[src/rtl/rpm_pkg.sv]
// Shared types for the refresh and power-mode sequencer.
// Assumes: the command bus is one-hot over CMD_N codes, and the code index
// equals the bit position on the bus.
package rpm_pkg;

    localparam int CMD_N = 6;

    typedef enum logic [2:0] {
        CMD_NOP  = 3'd0,
        CMD_PALL = 3'd1,
        CMD_REF  = 3'd2,
        CMD_SREF = 3'd3,
        CMD_PDWN = 3'd4,
        CMD_EXIT = 3'd5
    } cmd_e;

    typedef enum logic [3:0] {
        S_IDLE   = 4'd0,
        S_RPALL  = 4'd1,
        S_RGAP   = 4'd2,
        S_REF    = 4'd3,
        S_LPALL  = 4'd4,
        S_LGAP   = 4'd5,
        S_LENTER = 4'd6,
        S_SLEEP  = 4'd7,
        S_EXIT   = 4'd8
    } seq_state_e;

    // Map a command code onto its one-hot bus value.
    function automatic logic [CMD_N-1:0] cmd_to_onehot(input cmd_e c);
        logic [CMD_N-1:0] v;
        v = '0;
        v[c] = 1'b1;
        return v;
    endfunction

endpackage

[src/rtl/rpm_cfg_regs.sv]
// Control register for the sequencer.
// Holds the clock-enable bit, the refresh-enable bit and the interval length.
// All three load together on each write strobe.
// Assumes: the writer always supplies all three fields.
module rpm_cfg_regs #(
    parameter int                 CNT_W          = 16,
    parameter logic [CNT_W-1:0]   RESET_INTERVAL = CNT_W'(1560)
) (
    input  logic             clk,
    input  logic             rst_n,
    input  logic             cfg_wr,
    input  logic             cfg_cke,
    input  logic             cfg_ref_en,
    input  logic [CNT_W-1:0] cfg_interval,
    output logic             cke_q,
    output logic             ref_en_q,
    output logic [CNT_W-1:0] interval_q
);

    // Capture a full control word on every write strobe.
    always_ff @(posedge clk) begin
        if (!rst_n) begin
            cke_q      <= 1'b1;
            ref_en_q   <= 1'b0;
            interval_q <= RESET_INTERVAL;
        end else if (cfg_wr) begin
            cke_q      <= cfg_cke;
            ref_en_q   <= cfg_ref_en;
            interval_q <= cfg_interval;
        end
    end

endmodule

[src/rtl/rpm_interval_timer.sv]
// Refresh interval timer.
// Counts down while refresh is enabled and raises a one-cycle expiry each
// time the programmed interval has elapsed.
// While refresh is disabled it holds the reload value. A write that disables
// refresh, or that re-enables it from the disabled state, restarts it from the
// written interval. Writes that leave refresh enabled do not disturb the count.
// Assumes: an interval of 0 or 1 behaves as 1 cycle.
module rpm_interval_timer #(
    parameter int                 CNT_W          = 16,
    parameter logic [CNT_W-1:0]   RESET_INTERVAL = CNT_W'(1560)
) (
    input  logic             clk,
    input  logic             rst_n,
    input  logic             cfg_wr,
    input  logic             cfg_ref_en,
    input  logic [CNT_W-1:0] cfg_interval,
    input  logic             ref_en_q,
    input  logic [CNT_W-1:0] interval_q,
    output logic             expire
);

    logic [CNT_W-1:0] cnt;
    logic             restart;

    // A write that turns refresh off, or turns it back on, reloads the count.
    assign restart = cfg_wr && (!cfg_ref_en || !ref_en_q);

    // Expiry fires on the last cycle of each interval.
    assign expire = ref_en_q && (cnt <= CNT_W'(1));

    // Down-counter with reload on expiry and hold while disabled.
    always_ff @(posedge clk) begin
        if (!rst_n) begin
            cnt <= RESET_INTERVAL;
        end else if (restart) begin
            cnt <= cfg_interval;
        end else if (!ref_en_q) begin
            cnt <= interval_q;
        end else if (expire) begin
            cnt <= interval_q;
        end else begin
            cnt <= cnt - CNT_W'(1);
        end
    end

    // with refresh off and no write, the count parks at the reload value.
    p_parked_when_off_r7: assert property (@(posedge clk) disable iff (!rst_n)
        (!ref_en_q && !cfg_wr) |=> (cnt == $past(interval_q)));

    // an enabled, unexpired count steps down by one.
    p_counts_down_r1: assert property (@(posedge clk) disable iff (!rst_n)
        (ref_en_q && !expire && !cfg_wr) |=> (cnt == $past(cnt) - CNT_W'(1)));

endmodule

[src/rtl/rpm_pending.sv]
// Pending-refresh tracker.
// A one-bit flag is set by a timer expiry and cleared when the REF command is
// accepted. An expiry that lands on an already-set flag, without a REF being
// accepted in that cycle, produces a one-cycle overrun pulse.
// Assumes: expiry and REF acceptance are single-cycle strobes.
module rpm_pending (
    input  logic clk,
    input  logic rst_n,
    input  logic expire,
    input  logic ref_fire,
    output logic pending_q,
    output logic overrun_q
);

    // Track whether a refresh is owed; a new expiry wins over a clear.
    always_ff @(posedge clk) begin
        if (!rst_n) begin
            pending_q <= 1'b0;
        end else begin
            pending_q <= expire || (pending_q && !ref_fire);
        end
    end

    // Register the overrun event so the status pulse is glitch free.
    always_ff @(posedge clk) begin
        if (!rst_n) begin
            overrun_q <= 1'b0;
        end else begin
            overrun_q <= expire && pending_q && !ref_fire;
        end
    end

    // an overrun pulse is only possible with a refresh already owed.
    p_overrun_needs_owed_r8: assert property (@(posedge clk) disable iff (!rst_n)
        overrun_q |-> $past(pending_q));

    // an accepted REF with no fresh expiry leaves nothing owed.
    p_ref_clears_owed_r1: assert property (@(posedge clk) disable iff (!rst_n)
        (ref_fire && !expire) |=> !pending_q);

endmodule

[src/rtl/rpm_cmd_fsm.sv]
// Command sequencer.
// From idle it runs one of two sequences:
//   refresh:   PALL, GAP_CYC NOP cycles, REF, back to idle;
//   low power: PALL, GAP_CYC NOP cycles, SREF or PDWN, park until the
//              clock-enable bit returns, then EXIT, back to idle.
// A command is held on the bus until cmd_ready accepts it.
// Idle waits while the access engine is busy. An owed refresh takes priority
// over a low-power entry.
// The SREF/PDWN choice is latched on entry from the refresh-enable bit.
// Assumes: GAP_CYC >= 1.
module rpm_cmd_fsm
    import rpm_pkg::*;
#(
    parameter int GAP_CYC = 1
) (
    input  logic             clk,
    input  logic             rst_n,
    input  logic             cke_q,
    input  logic             ref_en_q,
    input  logic             pending,
    input  logic             busy,
    input  logic             cmd_ready,
    output logic             cmd_valid,
    output logic [CMD_N-1:0] cmd_onehot,
    output logic             cke_out,
    output logic             ref_fire
);

    localparam int GAP_W = (GAP_CYC > 1) ? $clog2(GAP_CYC) : 1;
    localparam logic [GAP_W-1:0] GAP_LAST = GAP_W'(GAP_CYC - 1);

    seq_state_e       state, state_nx;
    cmd_e             cmd_sel;
    logic [GAP_W-1:0] gap_cnt;
    logic             gap_done;
    logic             lp_sref_q;
    logic             fire;
    logic             in_gap;

    assign in_gap   = (state == S_RGAP) || (state == S_LGAP);
    assign gap_done = in_gap && (gap_cnt == GAP_LAST);
    assign fire     = cmd_valid && cmd_ready;
    assign ref_fire = fire && (state == S_REF);

    // Pick the command presented in the current state.
    always_comb begin
        unique case (state)
            S_RPALL, S_LPALL: cmd_sel = CMD_PALL;
            S_REF:            cmd_sel = CMD_REF;
            S_LENTER:         cmd_sel = lp_sref_q ? CMD_SREF : CMD_PDWN;
            S_EXIT:           cmd_sel = CMD_EXIT;
            default:          cmd_sel = CMD_NOP;
        endcase
    end

    assign cmd_valid  = (cmd_sel != CMD_NOP);
    assign cmd_onehot = cmd_to_onehot(cmd_sel);
    assign cke_out    = !((state == S_LENTER) || (state == S_SLEEP));

    // Next-state decision for both command sequences.
    always_comb begin
        state_nx = state;
        unique case (state)
            S_IDLE: begin
                if (!busy) begin
                    if (pending)     state_nx = S_RPALL;
                    else if (!cke_q) state_nx = S_LPALL;
                end
            end
            S_RPALL:  if (fire)     state_nx = S_RGAP;
            S_RGAP:   if (gap_done) state_nx = S_REF;
            S_REF:    if (fire)     state_nx = S_IDLE;
            S_LPALL:  if (fire)     state_nx = S_LGAP;
            S_LGAP:   if (gap_done) state_nx = S_LENTER;
            S_LENTER: if (fire)     state_nx = S_SLEEP;
            S_SLEEP:  if (cke_q)    state_nx = S_EXIT;
            S_EXIT:   if (fire)     state_nx = S_IDLE;
            default:                state_nx = S_IDLE;
        endcase
    end

    // State register.
    always_ff @(posedge clk) begin
        if (!rst_n) state <= S_IDLE;
        else        state <= state_nx;
    end

    // Count NOP cycles spent in either guard gap.
    always_ff @(posedge clk) begin
        if (!rst_n || !in_gap) gap_cnt <= '0;
        else if (!gap_done)    gap_cnt <= gap_cnt + GAP_W'(1);
    end

    // Latch the low-power flavour as the entry command is about to show.
    always_ff @(posedge clk) begin
        if (!rst_n)                                  lp_sref_q <= 1'b0;
        else if ((state == S_LGAP) && gap_done)      lp_sref_q <= ref_en_q;
    end

    // an unaccepted command stays on the bus unchanged.
    p_hold_until_ready_r9: assert property (@(posedge clk) disable iff (!rst_n)
        (cmd_valid && !cmd_ready) |=> (cmd_valid && $stable(cmd_onehot)));

    // an accepted PALL is followed by a NOP cycle.
    p_gap_after_pall_r1: assert property (@(posedge clk) disable iff (!rst_n)
        (fire && cmd_onehot[CMD_PALL]) |=> !cmd_valid);

    // CKE is low whenever a low-power entry command is presented.
    p_cke_low_on_entry_r5: assert property (@(posedge clk) disable iff (!rst_n)
        (cmd_valid && (cmd_onehot[CMD_SREF] || cmd_onehot[CMD_PDWN])) |-> !cke_out);

    // idle is not left while a transfer is in flight.
    p_stay_idle_busy_r2: assert property (@(posedge clk) disable iff (!rst_n)
        ((state == S_IDLE) && busy) |=> (state == S_IDLE));

    // the exit command always carries CKE high.
    p_exit_cke_high_r5: assert property (@(posedge clk) disable iff (!rst_n)
        (cmd_valid && cmd_onehot[CMD_EXIT]) |-> cke_out);

endmodule

[src/rtl/sdram_rfsh_pm_seq.sv]
// Top of the SDRAM refresh and power-mode sequencer.
// Ties the control register, the interval timer, the owed-refresh tracker
// and the command sequencer together.
// Assumes: the access engine holds xfer_busy high for the whole of any
// transfer, and the command consumer spaces commands by its own ready signal.
module sdram_rfsh_pm_seq
    import rpm_pkg::*;
#(
    parameter int                 CNT_W          = 16,
    parameter logic [CNT_W-1:0]   RESET_INTERVAL = CNT_W'(1560),
    parameter int                 GAP_CYC        = 1
) (
    input  logic             clk,
    input  logic             rst_n,
    input  logic             cfg_wr,
    input  logic             cfg_cke,
    input  logic             cfg_ref_en,
    input  logic [CNT_W-1:0] cfg_interval,
    input  logic             xfer_busy,
    input  logic             cmd_ready,
    output logic             cmd_valid,
    output logic [5:0]       cmd_onehot,
    output logic             cke_out,
    output logic             rfsh_overrun
);

    logic             cke_q;
    logic             ref_en_q;
    logic [CNT_W-1:0] interval_q;
    logic             expire;
    logic             pending_q;
    logic             ref_fire;

    rpm_cfg_regs #(
        .CNT_W          (CNT_W),
        .RESET_INTERVAL (RESET_INTERVAL)
    ) u_cfg (
        .clk          (clk),
        .rst_n        (rst_n),
        .cfg_wr       (cfg_wr),
        .cfg_cke      (cfg_cke),
        .cfg_ref_en   (cfg_ref_en),
        .cfg_interval (cfg_interval),
        .cke_q        (cke_q),
        .ref_en_q     (ref_en_q),
        .interval_q   (interval_q)
    );

    rpm_interval_timer #(
        .CNT_W          (CNT_W),
        .RESET_INTERVAL (RESET_INTERVAL)
    ) u_timer (
        .clk          (clk),
        .rst_n        (rst_n),
        .cfg_wr       (cfg_wr),
        .cfg_ref_en   (cfg_ref_en),
        .cfg_interval (cfg_interval),
        .ref_en_q     (ref_en_q),
        .interval_q   (interval_q),
        .expire       (expire)
    );

    rpm_pending u_pend (
        .clk       (clk),
        .rst_n     (rst_n),
        .expire    (expire),
        .ref_fire  (ref_fire),
        .pending_q (pending_q),
        .overrun_q (rfsh_overrun)
    );

    rpm_cmd_fsm #(
        .GAP_CYC (GAP_CYC)
    ) u_fsm (
        .clk        (clk),
        .rst_n      (rst_n),
        .cke_q      (cke_q),
        .ref_en_q   (ref_en_q),
        .pending    (pending_q),
        .busy       (xfer_busy),
        .cmd_ready  (cmd_ready),
        .cmd_valid  (cmd_valid),
        .cmd_onehot (cmd_onehot),
        .cke_out    (cke_out),
        .ref_fire   (ref_fire)
    );

endmodule

[config.mk]
export PLATFORM = sky130hd
export DESIGN_NAME = sdram_rfsh_pm_seq
export DESIGN_NICKNAME = d
export VERILOG_FILES = /design/src/rtl/rpm_pkg.sv /design/src/rtl/rpm_cfg_regs.sv /design/src/rtl/rpm_interval_timer.sv /design/src/rtl/rpm_pending.sv /design/src/rtl/rpm_cmd_fsm.sv /design/src/rtl/sdram_rfsh_pm_seq.sv
export SDC_FILE = /design/constraint.sdc
export NUM_CORES = 1
export LEC_CHECK = 0
export BUFFER_PORTS_ARGS = -buffer_cell sky130_fd_sc_hd__buf_2
export CORE_MARGIN = 2
export CORE_UTILIZATION = 64
export CTS_BUF_LIST = sky130_fd_sc_hd__clkbuf_8
export DETAILED_ROUTE_END_ITERATION = 10
export GPL_ROUTABILITY_DRIVEN = 1
export PLACE_DENSITY = 0.95
export SLEW_MARGIN = 20
export SYNTH_ARGS = -nofsm -noshare
export SYNTH_HDL_FRONTEND = slang
export SYNTH_SLANG_ARGS = --single-unit
export TNS_END_PERCENT = 30
[constraint.sdc]
create_clock -name clk -period 3.3 [get_ports clk]
set_input_delay 0.825 -clock clk [delete_from_list [all_inputs] [get_ports clk]]
set_output_delay 0.825 -clock clk [all_outputs]
set_load 0.02 [all_outputs]
==> results.tsv <==
stage	metric	value	unit
grt	grt_pass1_wl	9.108	mm
grt	grt_max_degree	28	
die	rows	21	
clocking	cts_tree	yes	
timing	rsz0062_at_grt	no	
synthesis	synth_top_family_by_area	simple AND/OR/NAND/NOR gates	
detailed_routing	drt-initial-drc-count	130	
synthesis	ys_ff_latch	42	
clocking	clock_latency	0.30	ns
detailed_routing	vias	2121	
power	leakage	1.036	nW
clocking	clk_pin_slew_worst_paths	0.07	ns
run	maxCapViolCount	0	
place	postPlaceCellArea	2464	um^2
timing	finalSetupViolations	0	
final_layout	area_growth	12.21	%
clocking	cts_num_sinks	42	
detailed_routing	drc_errors	0	
clocking	cts.path.max_buffers	2	
final_layout	fin_area	2576	um^2
timing	worstMarginPinSlew	0.7631	ns
grt	antenna_found_initial	0	
timing	whs	0.4838	ns
die	die_h	63.90	um
synthesis	synth-edff-count	0	
final_layout	drive_gt1_share	19.33	%
detailed_routing	dr.pass1.iters	5	
die	io_pins	32	
synthesis	synthMuxAreaShare	9.155	%
clocking	cts_root_buf	clkbuf_8	
synthesis	syn-cell-area	2296	um^2
setup_path	crit_family	simple AND/OR/NAND/NOR gates	
place	finalWeightedCongestion	0.9563	
synthesis	synth.top_cell.area_share	36.62	%
clocking	ctsHtreeMaxLevel	2	
detailed_routing	via_per_inst	6.130	
timing	setup-tns-final	0	ns
clocking	postCtsSetupRepairBufs	0	
outcome	outcome	finished, final reports clean	
timing	slew_violations	0	
timing	finalClockSkew	0.005814	ns
setup_path	path_max_fanout	17	
synthesis	synthTopCellsByArea	dfxtp_1, mux2i_1, nor2_1	
synthesis	synth_ff_type	dfxtp_1	
grt	track_usage	28.46	%
setup_path	cp_num_buf_inv	2	
setup_path	arrival	1.83	ns
hold_path	hold_path.class	reg2reg	
synthesis	synthSimpleGateAreaFrac	28.66	%
synthesis	synth.largest_area_cell	dfxtp_1	
synthesis	ys.warnings.count	0	
synthesis	synth_nets	300	
setup_path	startpoint_type	flop	
clocking	postCtsHoldBufs	0	
timing	hold_viol_final	0	
place	numPortBuffers	31	
synthesis	ys_seq_area_share	36.62	%
setup_path	required	2.47	ns
power	power_density	491.7	nW/um^2
die	fp.dieW	63.90	um
synthesis	synth-compound-area-share	14.77	%
setup_path	crit_path_top_delay_cell	or4b_2	
die	core_area	3390	um^2
clocking	cts_made_buffers	5	
setup_path	critPathMaxStageDelay	0.75	ns
synthesis	synthDistinctLibCells	54	
setup_path	critPathCaptureType	output pin	
synthesis	netlist_instances	275	
detailed_routing	ant_nets	0	
setup_path	worstSetupPathType	reg2out	
synthesis	synth_xor_area_share	4.959	%
timing	fin_crit_sh	80.31	%
clocking	cts_resized	0	
synthesis	async_flop_share	0	%
timing	min_period	2.650	ns
detailed_routing	drt_wl_total	5.289	mm
timing	relSlewSlack	48.89	%
synthesis	avgSynthCellArea	8.349	um^2
grt	grt_overflow_total	0	
grt	first_global_vias	2066	
place	place_hpwl	3.625	mm
final_layout	antennaDiodeCount	0	
final_layout	final_nets	325	
die	dieArea	4083	um^2
synthesis	synthAdderAreaFrac	1.090	%
power	vdd_drop_max	0.3361	mV
timing	fmax	377.3	MHz
die	initial_core_util	67.74	%
detailed_routing	wl_per_cell	15.29	um
setup_path	cp_cell_sequence	or4b_2 > nand3_1 > inv_1 > buf_2	
==> routing by layer <==
layer  vias to the layer above  track usage (%)  wire [um]
met2                        81            45.18       2587
met5                         -                0          0
li1                       1060                -          -
met4                         0            14.13        110
met3                        13            6.514        362
met1                       967            36.24       2230
==> synth_stat cells, types with 2 or more instances <==
cell type	n
nor4_1	4
nand3_1	18
o21ai_0	7
a21oi_1	11
dfxtp_1	42
nand2_1	18
inv_1	8
or4_1	3
a41oi_1	3
nor3_1	16
xor2_1	6
o22ai_1	2
o311ai_1	2
o311ai_0	2
or3b_2	3
o211ai_1	3
ha_1	2
nand2b_1	2
clkbuf_1	9
nand4_1	7
nor4_2	2
o21ai_1	2
xnor2_1	7
mux2i_1	21
or3_1	3
a31oi_1	4
buf_1	4
nor2_1	36
buf_2	3
==> kinds of logic (layout without fill, tap and decap cells) <==
group                      Yosys count  after routing
and+or+nand+nor                    124            124
AOI/OAI and AO/OA                   47             47
DFF                                 42             42
buffers and inverters               25             50
muxes                               21             21
xor gates and xnor gates            13             13
adders and majority gates            2              2
other                                1              1
==> cell type report <==
type	count	area, um^2
multi-input combinational	208	1350
sequential	42	840.8
fill	223	813.3
timing repair buffer	35	185.2
clock buffer	6	82.58
tap	46	57.56
clock inverter	1	30.03
inverter	8	30.03
==> path summary, 6_finish.rpt <==
| check | startpoint | to | slack, ns | depth (start not counted) |
|---|---|---|---|---|
| worst min-delay path | u_cfg.interval_q[10] | u_cfg.interval_q[10] | 0.48 | 2 |
| worst min register to register | u_cfg.interval_q[10] | u_cfg.interval_q[10] | 0.48 | 2 |
| worst max register to register | u_timer.cnt[0] | u_timer.cnt[5] | 0.94 | 7 |
| worst max-delay path | u_fsm.state[0] | cmd_onehot[0] | 0.65 | 4 |
==> flip-flops by register name, indices dropped and copies added (netlist names) <==
signal            count
u_pend.pending_q      1
u_fsm.state           4
u_pend.overrun_q      1
u_cfg.interval_q     16
u_timer.cnt          16
u_fsm.gap_cnt         1
u_cfg.ref_en_q        1
u_fsm.lp_sref_q       1
u_cfg.cke_q           1
==> where the power goes <==
| part | internal, mW | total [mW] | switching [mW] |
|---|---|---|---|
| sequential | 0.542 | 0.591 | 0.0484 |
| combinational | 0.106 | 0.263 | 0.157 |
| clock | 0.242 | 0.413 | 0.171 |
==> placed cells by master (no fill, tap or decap), types with 2 or more instances in the layout <==
cell / instances
a21oi_1: 11
a31oi_1: 4
a41oi_1: 3
buf_2: 31
buf_4: 4
clkbuf_8: 6
dfxtp_1: 42
ha_1: 2
inv_1: 8
mux2i_1: 21
nand2_1: 18
nand2b_1: 2
nand3_1: 18
nand4_1: 7
nor2_1: 36
nor3_1: 16
nor4_1: 4
nor4_2: 2
o211ai_1: 3
o21ai_0: 7
o21ai_1: 2
o22ai_1: 2
o311ai_0: 2
o311ai_1: 2
or3_1: 3
or3b_2: 3
or4_1: 3
xnor2_1: 7
xor2_1: 6
==> tightest hold or removal path: cells and delay by family (launching register included) <==
family	cells	cell delay (ns)
flops	1	0.33
simple gates	1	0.06
mux	1	0.07
==> metrics by stage <==
step	setup WS, ns	util, %	power, mW	std cells
global placement	0.9906	72.68	0.8501	339
detailed placement	0.9711	72.68	0.8589	339
finish	0.6497	76.01	1.267	346
floorplan	0.8909	-	0.7878	275
global route	0.5353	76.01	1.341	346
CTS	0.6435	76.01	1.272	346
Note: power is estimated with default switching activity, not from simulation.
